### src/rtl/hmac_pkg.sv
package hmac_pkg;
  localparam int INSN_W  = 32;
  localparam int IDX_W   = 5;
  localparam logic [7:0] CLASS_CODE = 8'hEE;

  // field positions inside the instruction word
  localparam int POS_DBL   = 23;
  localparam int POS_UNS   = 22;
  localparam int POS_SUB   = 21;
  localparam int POS_SAT   = 7;
  localparam int POS_HI_A  = 6;
  localparam int POS_HI_B  = 5;
  localparam int POS_DST   = 0;
  localparam int POS_SRC_A = 16;
  localparam int POS_SRC_B = 8;

  typedef struct packed {
    logic hi_a;
    logic hi_b;
    logic uns;
    logic dbl;
    logic sub;
    logic sat;
  } hmac_ctrl_t;
endpackage

### src/rtl/hmac_decode.sv
module hmac_decode
  import hmac_pkg::*;
(
  input  logic [INSN_W-1:0] insn,
  output hmac_ctrl_t        ctrl,
  output logic [IDX_W-1:0]  dst_idx,
  output logic [IDX_W-1:0]  src_a_idx,
  output logic [IDX_W-1:0]  src_b_idx,
  output logic              legal
);
  logic in_class;

  always_comb begin
    in_class  = (insn[INSN_W-1 -: 8] == CLASS_CODE);
    ctrl.hi_a = insn[POS_HI_A];
    ctrl.hi_b = insn[POS_HI_B];
    ctrl.uns  = insn[POS_UNS];
    ctrl.dbl  = insn[POS_DBL];
    ctrl.sub  = insn[POS_SUB];
    ctrl.sat  = insn[POS_SAT];
    dst_idx   = insn[POS_DST   +: IDX_W];
    src_a_idx = insn[POS_SRC_A +: IDX_W];
    src_b_idx = insn[POS_SRC_B +: IDX_W];
    // saturation is defined for signed forms only
    legal     = in_class && !(insn[POS_UNS] && insn[POS_SAT]);
  end
endmodule

### src/rtl/hmac_mult.sv
module hmac_mult #(
  parameter int HALF_W = 16,
  localparam int DATA_W = 2 * HALF_W,
  localparam int RAW_W  = 2 * HALF_W + 2,
  localparam int PROD_W = RAW_W + 1
) (
  input  logic [DATA_W-1:0]        src_a,
  input  logic [DATA_W-1:0]        src_b,
  input  logic                     hi_a,
  input  logic                     hi_b,
  input  logic                     uns,
  input  logic                     dbl,
  output logic signed [PROD_W-1:0] prod
);
  logic [HALF_W-1:0]        half_a;
  logic [HALF_W-1:0]        half_b;
  logic signed [HALF_W:0]   ext_a;
  logic signed [HALF_W:0]   ext_b;
  logic signed [RAW_W-1:0]  raw;

  always_comb begin
    half_a = hi_a ? src_a[DATA_W-1 -: HALF_W] : src_a[HALF_W-1:0];
    half_b = hi_b ? src_b[DATA_W-1 -: HALF_W] : src_b[HALF_W-1:0];
    // one extra bit carries either the sign or a zero
    ext_a  = {(uns ? 1'b0 : half_a[HALF_W-1]), half_a};
    ext_b  = {(uns ? 1'b0 : half_b[HALF_W-1]), half_b};
    raw    = ext_a * ext_b;
    prod   = dbl ? {raw, 1'b0} : {raw[RAW_W-1], raw};
  end
endmodule

### src/rtl/hmac_accum.sv
module hmac_accum #(
  parameter int DATA_W = 32,
  parameter int PROD_W = 35,
  localparam int EXT_W  = PROD_W + 1,
  localparam int ACC_PAD = EXT_W - DATA_W,
  localparam int PRD_PAD = EXT_W - PROD_W,
  localparam int TOP_W  = EXT_W - DATA_W + 1
) (
  input  logic [DATA_W-1:0]        acc,
  input  logic signed [PROD_W-1:0] prod,
  input  logic                     sub,
  input  logic                     sat,
  output logic [DATA_W-1:0]        res,
  output logic                     clamp
);
  localparam logic [DATA_W-1:0] SMAX = {1'b0, {(DATA_W-1){1'b1}}};
  localparam logic [DATA_W-1:0] SMIN = {1'b1, {(DATA_W-1){1'b0}}};

  logic [EXT_W-1:0] acc_x;
  logic [EXT_W-1:0] prod_x;
  logic [EXT_W-1:0] sum;
  logic [TOP_W-1:0] top;
  logic             fits;

  always_comb begin
    acc_x  = {{ACC_PAD{acc[DATA_W-1]}}, acc};
    prod_x = {{PRD_PAD{prod[PROD_W-1]}}, prod};
    sum    = sub ? (acc_x - prod_x) : (acc_x + prod_x);
    top    = sum[EXT_W-1:DATA_W-1];
    fits   = (&top) || !(|top);
    clamp  = sat && !fits;
    if (clamp) res = sum[EXT_W-1] ? SMIN : SMAX;
    else       res = sum[DATA_W-1:0];
  end
endmodule

### src/rtl/hmac_unit.sv
module hmac_unit
  import hmac_pkg::*;
#(
  parameter int HALF_W = 16,
  localparam int DATA_W = 2 * HALF_W,
  localparam int PROD_W = 2 * HALF_W + 3
) (
  input  logic              clk,
  input  logic              rst_n,
  input  logic              issue_i,
  input  logic [31:0]       insn_i,
  input  logic [DATA_W-1:0] acc_i,
  input  logic [DATA_W-1:0] src_a_i,
  input  logic [DATA_W-1:0] src_b_i,
  output logic [DATA_W-1:0] res_o,
  output logic [4:0]        dst_idx_o,
  output logic [4:0]        src_a_idx_o,
  output logic [4:0]        src_b_idx_o,
  output logic              match_o,
  output logic              ovf_o
);
  hmac_ctrl_t               ctrl;
  logic [IDX_W-1:0]         dec_dst, dec_sa, dec_sb;
  logic                     legal;
  logic signed [PROD_W-1:0] prod;
  logic [DATA_W-1:0]        acc_res;
  logic                     clamp;

  logic [DATA_W-1:0] res_q, res_d;
  logic [IDX_W-1:0]  dst_q, dst_d, sa_q, sa_d, sb_q, sb_d;
  logic              match_q, match_d, ovf_q, ovf_d;
  logic              fire;

  hmac_decode u_dec (
    .insn(insn_i), .ctrl(ctrl), .dst_idx(dec_dst),
    .src_a_idx(dec_sa), .src_b_idx(dec_sb), .legal(legal)
  );

  hmac_mult #(.HALF_W(HALF_W)) u_mul (
    .src_a(src_a_i), .src_b(src_b_i), .hi_a(ctrl.hi_a), .hi_b(ctrl.hi_b),
    .uns(ctrl.uns), .dbl(ctrl.dbl), .prod(prod)
  );

  hmac_accum #(.DATA_W(DATA_W), .PROD_W(PROD_W)) u_acc (
    .acc(acc_i), .prod(prod), .sub(ctrl.sub), .sat(ctrl.sat),
    .res(acc_res), .clamp(clamp)
  );

  // next-state
  always_comb begin
    fire    = issue_i && legal;
    res_d   = fire ? acc_res : res_q;
    dst_d   = fire ? dec_dst : dst_q;
    sa_d    = fire ? dec_sa  : sa_q;
    sb_d    = fire ? dec_sb  : sb_q;
    match_d = fire;
    ovf_d   = fire && clamp;
  end

  // state
  always_ff @(posedge clk or negedge rst_n) begin
    if (!rst_n) begin
      res_q   <= '0;
      dst_q   <= '0;
      sa_q    <= '0;
      sb_q    <= '0;
      match_q <= 1'b0;
      ovf_q   <= 1'b0;
    end else begin
      res_q   <= res_d;
      dst_q   <= dst_d;
      sa_q    <= sa_d;
      sb_q    <= sb_d;
      match_q <= match_d;
      ovf_q   <= ovf_d;
    end
  end

  assign res_o       = res_q;
  assign dst_idx_o   = dst_q;
  assign src_a_idx_o = sa_q;
  assign src_b_idx_o = sb_q;
  assign match_o     = match_q;
  assign ovf_o       = ovf_q;
endmodule

### config.mk
export PLATFORM = sky130hd
export DESIGN_NAME = hmac_unit
export DESIGN_NICKNAME = d
export VERILOG_FILES = /design/src/rtl/hmac_pkg.sv /design/src/rtl/hmac_decode.sv /design/src/rtl/hmac_mult.sv /design/src/rtl/hmac_accum.sv /design/src/rtl/hmac_unit.sv
export SDC_FILE = /design/constraint.sdc
export NUM_CORES = 1
export LEC_CHECK = 0
export BUFFER_PORTS_ARGS = -buffer_cell sky130_fd_sc_hd__buf_4
export CAP_MARGIN = 20
export CELL_PAD_IN_SITES_DETAIL_PLACEMENT = 1
export CELL_PAD_IN_SITES_GLOBAL_PLACEMENT = 2
export CORE_UTILIZATION = 41
export DETAILED_ROUTE_END_ITERATION = 10
export GPL_TIMING_DRIVEN = 0
export PLACE_DENSITY_LB_ADDON = 0.1
export SYNTH_ARGS = -nofsm -noshare
export SYNTH_HDL_FRONTEND = slang
export SYNTH_SLANG_ARGS = --single-unit
### constraint.sdc
create_clock -name clk -period 1.29 [get_ports clk]
set_clock_uncertainty 0.05 [all_clocks]
set_input_delay 0.0645 -clock clk [delete_from_list [all_inputs] [get_ports clk]]
set_output_delay 0.0645 -clock clk [all_outputs]
set_load 0.03 [all_outputs]
==> results.sh, run 1 <==
export IMPL_postSynthCellCount=2086
export IMPL_grt_overflow_total=0
export IMPL_clock_path_buffers=2
export IMPL_rows=75
export IMPL_ys_types=101
export IMPL_n_antenna_cell=0
export IMPL_hpwlAfterDp_um=50400
export IMPL_synth_warning_count=0
export IMPL_critical_path_max_fanout=7
export IMPL_critical_path_slowest_cell="fa_1"
export IMPL_drv_slew=0
export IMPL_route_detailed_drc=0
export IMPL_synth_area_um2=17500
export IMPL_r2r_cells=1
export IMPL_drtIter0Drc=859
export IMPL_critPathRequiredTime_ns=1.43
export IMPL_routed_wl_um=65100
export IMPL_grt_pass1_wl_um=100000
export IMPL_portBuffers=173
export IMPL_setup_slack_ns=-8.60
export IMPL_place_ws_ns=-10.42
export IMPL_grt_pass1_vias=18400
export IMPL_hold_viol=0
export IMPL_die_w_um=209
export IMPL_fin_nets=3000
export IMPL_post_drt_wl_per_cell_um=21.8
export IMPL_cts_buffers=5
export IMPL_status="finished with violations"
export IMPL_die_h_um=209
export IMPL_ys_seq_area_frac=0.0700
export IMPL_multi_input_area_um2=16000
export IMPL_drv_cap=0
export IMPL_ios=180
export IMPL_relSlewSlack=0.332
export IMPL_dr_pass1_iters=5
export IMPL_cts_tree="done"
export IMPL_start_kind="primary input"
export IMPL_place_gp_congestion=0.902
export IMPL_clock_latency_ns=0.30
export IMPL_arrival_ns=10.03
export IMPL_die_area_um2=43600
export IMPL_async_flop_share=1.00
export IMPL_failed_checks="setup timing"
export IMPL_worstHoldPathType="primary input to register"
export IMPL_antenna_found_initial=0
export IMPL_grt_max_degree=50
export IMPL_final_common_cell="inv_1"
export IMPL_core_area_um2=42000
export IMPL_place_area_um2=20100
export IMPL_end_kind="register"
export IMPL_fin_crit_sh=7.67
export IMPL_crit_type="primary input to register"
export IMPL_synth_seq_cells=49
export IMPL_fill_cells=4816
export IMPL_placed_cells=2799
export IMPL_synth_largest_area_cell="fa_1"
export IMPL_grtUsageTotal=0.297
export IMPL_netlist_top_cells_area="fa_1 (34%), ha_1 (8.6%), inv_1 (7.2%)"
export IMPL_rsz0062_at_grt="yes"
export IMPL_postRouteAntennaNets=0
export IMPL_r2r_setup_slack_ns=0.41
export IMPL_holdPathStages=3
export IMPL_crit_top_cell="fa_1"
export IMPL_final_setup_viol_count=46
export IMPL_tightest_slew_ns=0.998
export IMPL_fin_cells=2992
export IMPL_period_needed_ns=9.89
export IMPL_drive_above_1_share=0.282
export IMPL_final_area_um2=23200
export IMPL_num_vias=16700
export IMPL_cts_root_buf="clkbuf_16"
export IMPL_syn_nets=2634
export IMPL_path_clk_slew_ns=0.08
export IMPL_start_util=0.417
export IMPL_htree_num_levels=2
export IMPL_postSynthAreaPerCell_um2=8.40
export IMPL_seqCellArea_um2=1230
export IMPL_clock_sinks=49
export IMPL_via_per_inst=5.58
export IMPL_synth_top_cell_area_share=0.338
export IMPL_slowest_delay_ns=0.54
export IMPL_mostFrequentLayoutCells="inv_1 (322), buf_4 (310), fa_1 (287)"
export IMPL_area_delta_synth_final_pct=32.3
export IMPL_synth_edf_count=0
export IMPL_fin_util=0.552
export IMPL_clock_fmax_mhz=101
export IMPL_ys_flop_type="dfrtp_1"
kinds of logic (layout without fill, tap and decap cells):
logic type	Yosys count	in the layout	synth area share
AND/OR/NAND/NOR	705	705	0.183
adder cells (fa/ha/maj)	417	417	0.425
buffers and inverters	412	779	0.0916
AO/OA/AOI/OAI	356	356	0.147
multiplexers	79	79	0.0493
XOR/XNOR	68	68	0.0344
flip-flops	49	49	0.0700
layer usage:
metal / vias to the layer above / routed length, um / track usage
met2: 402 / 32200 / 0.512
met3: 97 / 3630 / 0.0586
met4: 0 / 1280 / 0.0578
li1: 7551 / - / -
met5: - / 0 / 0
met1: 8647 / 28000 / 0.386
final timing paths:
kind,end,start
setup reg to reg,src_a_idx_o[1],src_a_idx_o[1]
hold reg to reg,res_o[7],res_o[7]
hold / removal,res_o[31],insn_i[7]
min in group asynchronous,res_o[10],rst_n
max in group asynchronous,res_o[0],rst_n
setup / recovery,res_o[3],insn_i[6]
stage by stage:
step | setup TNS [ns] | hold WS, ns
finish | -281.86 | 0.0517
floorplan | -269.03 | -0.281
detailed placement | -347.91 | 0.0816
CTS | -277.45 | 0.0185
global route | -291.08 | 0.0484
global placement | -343.00 | 0.0615
state kept, by name, summed over array words and instances, names as in the netlist:
signal,cells
res_o,32
dst_idx_o,5
src_a_idx_o,5
src_b_idx_o,5
match_o,1
ovf_o,1
worst max-delay path, delay by kind of cell:
kind                       cells  cell delay, ns
AOI/OAI and AO/OA             13            2.54
and+or+nand+nor                7            1.54
muxes                          2            0.71
adders and majority gates      8            3.68
xor gates and xnor gates       1            0.17
buffers and inverters         11            1.29
layout make-up:
cell class                 instances  share of cell area
clock buffer                       5             0.00539
inverter                         336              0.0544
multi-input combinational       1625               0.692
buffer                            70              0.0295
tap                              539              0.0291
sequential                        49              0.0529
clock inverter                     3             0.00216
timing repair buffer             365               0.135
cells in the mapped netlist (all sizes together) (4+ instances only):
| master | instances |
|---|---|
| nor3 | 36 |
| a21boi | 6 |
| inv | 335 |
| o21a | 15 |
| nor3b | 7 |
| o31ai | 4 |
| o21ai | 62 |
| clkbuf | 56 |
| mux2 | 45 |
| nand2b | 16 |
| o211ai | 19 |
| or2 | 12 |
| nand4 | 16 |
| a211oi | 19 |
| and3 | 17 |
| nor4b | 5 |
| o21bai | 13 |
| o211a | 4 |
| and2 | 13 |
| mux2i | 34 |
| buf | 20 |
| or3 | 20 |
| a221oi | 4 |
| a31oi | 11 |
| dfrtp | 49 |
| a2111oi | 5 |
| o2111ai | 6 |
| o41ai | 4 |
| nand3 | 36 |
| nor2b | 13 |
| ha | 121 |
| a21o | 23 |
| fa | 296 |
| a211o | 12 |
| nor2 | 243 |
| xnor2 | 47 |
| nand2 | 252 |
| xor2 | 21 |
| a21oi | 115 |
| nor4 | 4 |
repair_timing:
item,CTS,global route
pin swaps,56,75
buffers inserted,108,62
setup endpoints to repair,49,48
hold buffers,16,0
hold endpoints to repair,64,0
cloned,6,2
resized for setup,155,125
Power of run 1 is left out: the tool's default activity adds up to more than one toggle a clock period on the data nets, which glitch-free logic cannot reach.
==> run 2, diff against run 1 <==
PLACE_DENSITY = 0.95   (was not set)
PLACE_DENSITY_LB_ADDON = not set   (was 0.1)
==> results.sh, run 2 (synthesized netlist as in run 1, its figures left out) <==
export IMPL_grt_pass1_vias=18800
export IMPL_clock_sinks=49
export IMPL_grtUsageTotal=0.302
export IMPL_route_detailed_drc=0
export IMPL_seqCellArea_um2=1230
export IMPL_fin_nets=2980
export IMPL_whs_endpoint="res_o[31]"
export IMPL_timing_rr_start="src_a_idx_o[4]"
export IMPL_path_clk_slew_ns=0.08
export IMPL_die_w_um=209
export IMPL_core_area_um2=42000
export IMPL_period_needed_ns=9.91
export IMPL_worstHoldPathType="primary input to register"
export IMPL_holdPathStages=3
export IMPL_largest_reg_flops=32
export IMPL_htree_num_levels=2
export IMPL_r2r_setup_slack_ns=0.40
export IMPL_antenna_found_initial=1
export IMPL_via_per_inst=5.75
export IMPL_arrival_ns=10.09
export IMPL_drive_above_1_share=0.270
export IMPL_n_antenna_cell=0
export IMPL_r2r_cells=1
export IMPL_crit_type="primary input to register"
export IMPL_hold_viol=0
export IMPL_slowest_delay_ns=0.55
export IMPL_cts_tree="done"
export IMPL_num_vias=17100
export IMPL_die_h_um=209
export IMPL_post_drt_wl_per_cell_um=22.8
export IMPL_setup_slack_ns=-8.62
export IMPL_clock_fmax_mhz=101
export IMPL_cts_buffers=5
export IMPL_critical_path_slowest_cell="fa_1"
export IMPL_hold_start="insn_i[7]"
export IMPL_place_ws_ns=-10.13
export IMPL_dr_pass1_iters=5
export IMPL_grt_pass1_wl_um=103000
export IMPL_multi_input_area_um2=16000
export IMPL_tightest_slew_ns=0.971
export IMPL_postRouteAntennaNets=0
export IMPL_final_common_cell="inv_1"
export IMPL_drv_cap=0
export IMPL_fin_crit_sh=7.68
export IMPL_hpwlAfterDp_um=50400
export IMPL_crit_top_cell="fa_1"
export IMPL_fin_tns_setup_ns=-282.64
export IMPL_fill_cells=4908
export IMPL_portBuffers=173
export IMPL_fin_cells=2971
export IMPL_mostFrequentLayoutCells="inv_1 (326), buf_4 (294), fa_1 (283)"
export IMPL_end_kind="register"
export IMPL_grt_overflow_total=0
export IMPL_grt_max_degree=50
export IMPL_start_kind="primary input"
export IMPL_clock_path_buffers=2
export IMPL_placed_cells=2799
export IMPL_rows=75
export IMPL_hold_worst_slack_ns=0.0575
export IMPL_place_gp_congestion=0.905
export IMPL_failed_checks="setup timing"
export IMPL_start_util=0.417
export IMPL_relSlewSlack=0.346
export IMPL_ios=180
export IMPL_cts_root_buf="clkbuf_16"
export IMPL_status="finished with violations"
export IMPL_area_delta_synth_final_pct=30.4
export IMPL_critPathRequiredTime_ns=1.47
export IMPL_drtIter0Drc=1122
export IMPL_clock_latency_ns=0.31
export IMPL_critical_path_max_fanout=10
export IMPL_drv_slew=0
export IMPL_final_setup_viol_count=45
export IMPL_rsz0062_at_grt="yes"
export IMPL_rr_endpoint="src_a_idx_o[4]"
export IMPL_die_area_um2=43600
export IMPL_routed_wl_um=67700
run 2: worst max path at each step:
stage	to	from	slack [ns]	cells after the start
after floorplan	res_o[3]	insn_i[6]	-8.17	42
after global placement	res_o[10]	insn_i[6]	-9.89	40
after detailed placement	res_o[14]	insn_i[5]	-10.13	39
after CTS	res_o[14]	insn_i[6]	-8.45	41
after global routing	res_o[24]	insn_i[6]	-8.91	39
final	res_o[24]	insn_i[6]	-8.62	39
run 2: per-layer routing:
metal | GRT usage | share of wire
met1 | 0.390 | 0.41
met2 | 0.531 | 0.51
met3 | 0.0341 | 0.051
met4 | 0.0900 | 0.032
met5 | 0 | 0
run 2: layout make-up:
cell class                 count  area share
buffer                        73      0.0292
clock buffer                   5     0.00548
clock inverter                 2    0.000712
inverter                     336      0.0554
multi-input combinational   1626       0.700
sequential                    49      0.0537
tap                          539      0.0295
timing repair buffer         341       0.126
run 2: repair_timing:
item / 4_1_cts / 5_1_grt
hold buffers: 16 / 0
gates resized for setup: 139 / 113
buffers inserted: 95 / 51
setup endpoints to repair: 49 / 49
pin swaps: 55 / 68
hold endpoints to repair: 64 / 0
gates cloned: 5 / 5
run 2: through the flow:
step	utilization	area, um2
2_1_floorplan	-	18200
3_3_place_gp	0.479	20100
3_5_place_dp	0.479	20100
4_1_cts	0.522	21900
5_1_grt	0.544	22800
6_report	0.544	22800
run 2: critical path: cells and delay by family:
family,cells,cell delay (ns)
muxes,2,0.76
adders and majority gates,8,3.70
xor gates and xnor gates,1,0.32
and+or+nand+nor,9,1.93
AOI/OAI and AO/OA,11,2.12
buffers and inverters,8,1.16
Power of run 2 is left out for the same reason.
==> run 3, diff against run 2 <==
--- a/config.mk
+++ b/config.mk
@@ -15,2 +15,3 @@
 export PLACE_DENSITY = 0.95
+export REMOVE_ABC_BUFFERS = 1
 export SYNTH_ARGS = -nofsm -noshare
==> constraint.sdc (replaced) <==
create_clock -name clk -period 1.29 [get_ports clk]
set_clock_uncertainty 0.05 [all_clocks]
set_input_delay 0 -clock clk [delete_from_list [all_inputs] [get_ports clk]]
set_output_delay 0 -clock clk [all_outputs]
set_load 0.03 [all_outputs]
==> results.sh, run 3 (synthesized netlist as in run 1, its figures left out) <==
export IMPL_final_setup_viol_count=34
export IMPL_die_area_um2=43600
export IMPL_path_clk_slew_ns=0.07
export IMPL_fin_crit_sh=7.62
export IMPL_hpwlAfterDp_um=45200
export IMPL_cts_buffers=5
export IMPL_ios=180
export IMPL_final_common_cell="buf_4"
export IMPL_rsz0062_at_grt="yes"
export IMPL_post_drt_wl_per_cell_um=22.9
export IMPL_clock_latency_ns=0.30
export IMPL_routed_wl_um=67600
export IMPL_slowest_delay_ns=0.62
export IMPL_htree_num_levels=2
export IMPL_status="finished with violations"
export IMPL_fin_util=0.542
export IMPL_critical_path_slowest_cell="fa_1"
export IMPL_grtUsageTotal=0.296
export IMPL_clock_fmax_mhz=102
export IMPL_grt_max_degree=78
export IMPL_n_antenna_cell=0
export IMPL_start_kind="primary input"
export IMPL_grt_pass1_vias=18800
export IMPL_crit_top_cell="fa_1"
export IMPL_drv_slew=0
export IMPL_num_vias=17000
export IMPL_hold_viol=0
export IMPL_period_needed_ns=9.82
export IMPL_route_detailed_drc=0
export IMPL_cts_tree="done"
export IMPL_clock_sinks=49
export IMPL_mostFrequentLayoutCells="buf_4 (330), inv_1 (325), fa_1 (287)"
export IMPL_setup_slack_ns=-8.53
export IMPL_crit_type="primary input to register"
export IMPL_core_area_um2=42000
export IMPL_antenna_found_initial=0
export IMPL_arrival_ns=9.96
export IMPL_cts_root_buf="clkbuf_16"
export IMPL_end_kind="register"
export IMPL_critical_path_max_fanout=9
export IMPL_place_gp_congestion=0.896
export IMPL_drtIter0Drc=1108
export IMPL_start_util=0.417
export IMPL_die_h_um=209
export IMPL_grt_pass1_wl_um=102000
export IMPL_drive_above_1_share=0.281
export IMPL_drv_cap=0
export IMPL_dr_pass1_iters=5
export IMPL_failed_checks="setup timing"
export IMPL_die_w_um=209
export IMPL_tightest_slew_ns=0.909
export IMPL_place_ws_ns=-10.97
export IMPL_fin_nets=2956
export IMPL_area_delta_synth_final_pct=29.9
export IMPL_clock_path_buffers=2
export IMPL_relSlewSlack=0.392
export IMPL_largest_reg_flops=32
export IMPL_worstHoldPathType="primary input to register"
export IMPL_rows=75
export IMPL_via_per_inst=5.76
export IMPL_grt_overflow_total=0
export IMPL_postRouteAntennaNets=0
export IMPL_portBuffers=176
export IMPL_critPathRequiredTime_ns=1.42
==> run 3: cell count changes in the layout (fill, tap and decap cells not counted), sizes merged <==
| cell | previous run | this run |
|---|---|---|
| clkbuf | 55 | 9 |
| buf | 348 | 368 |
| and2 | 14 | 15 |
| bufbuf | 0 | 1 |
| clkinv | 2 | 1 |
| clkinvlp | 2 | 3 |
| dlygate4sd3 | 16 | 17 |
==> run 3: timing repair <==
action,4_1_cts,5_1_grt
endpoints found under the setup margin,49,39
gates resized for setup,227,104
cloned,6,2
hold buffers,17,0
setup buffers,127,49
pin swaps,72,80
hold endpoints to repair,65,0
==> run 3: stage by stage <==
step           std cells  setup TNS [ns]  hold slack, ns  cell area [um2]
2_1_floorplan       2010         -414.52          -0.346            17200
3_3_place_gp        2725         -571.84         0.00225            19200
3_5_place_dp        2740         -369.51          0.0145            19300
4_1_cts             2898         -262.98          0.0198            21900
5_1_grt             2948         -286.58          0.0656            22800
6_report            2948         -279.37          0.0356            22800
==> run 3: worst max-delay path: cells and delay by family <==
family | cells | cell delay [ns]
and+or+nand+nor | 7 | 1.35
AOI/OAI and AO/OA | 14 | 2.99
xor gates and xnor gates | 1 | 0.17
buffers and inverters | 9 | 1.13
muxes | 2 | 0.56
adders and majority gates | 8 | 3.73
==> run 3: layer usage <==
metal,share of wire,vias up,GRT usage
li1,-,7449,-
met1,0.39,8767,0.356
met2,0.51,546,0.538
met3,0.050,208,0.0385
met4,0.045,0,0.109
met5,0,-,0
==> run 3: path summary, 6_finish.rpt <==
check                          startpoint             end  slack, ns  cells after the start
max                             insn_i[5]       res_o[25]      -8.53                     41
min                             insn_i[7]       res_o[31]       0.04                      4
min reg2reg                src_b_idx_o[1]  src_b_idx_o[1]       0.46                      1
max reg2reg                src_a_idx_o[0]  src_a_idx_o[0]       0.44                      1
min in group asynchronous           rst_n        res_o[6]       0.22                      2
max in group asynchronous           rst_n    dst_idx_o[0]       0.52                      2
==> run 3: area by class of cell <==
type | instances | area, um2
well taps | 539 | 674
clock buffers | 6 | 129
inverters | 336 | 1260
clock inverters | 2 | 15.0
repair buffers | 389 | 3350
multi-input cells | 1627 | 16100
fillers | 4858 | 19300
flip-flops and latches | 49 | 1230
Power of run 3 is left out for the same reason.
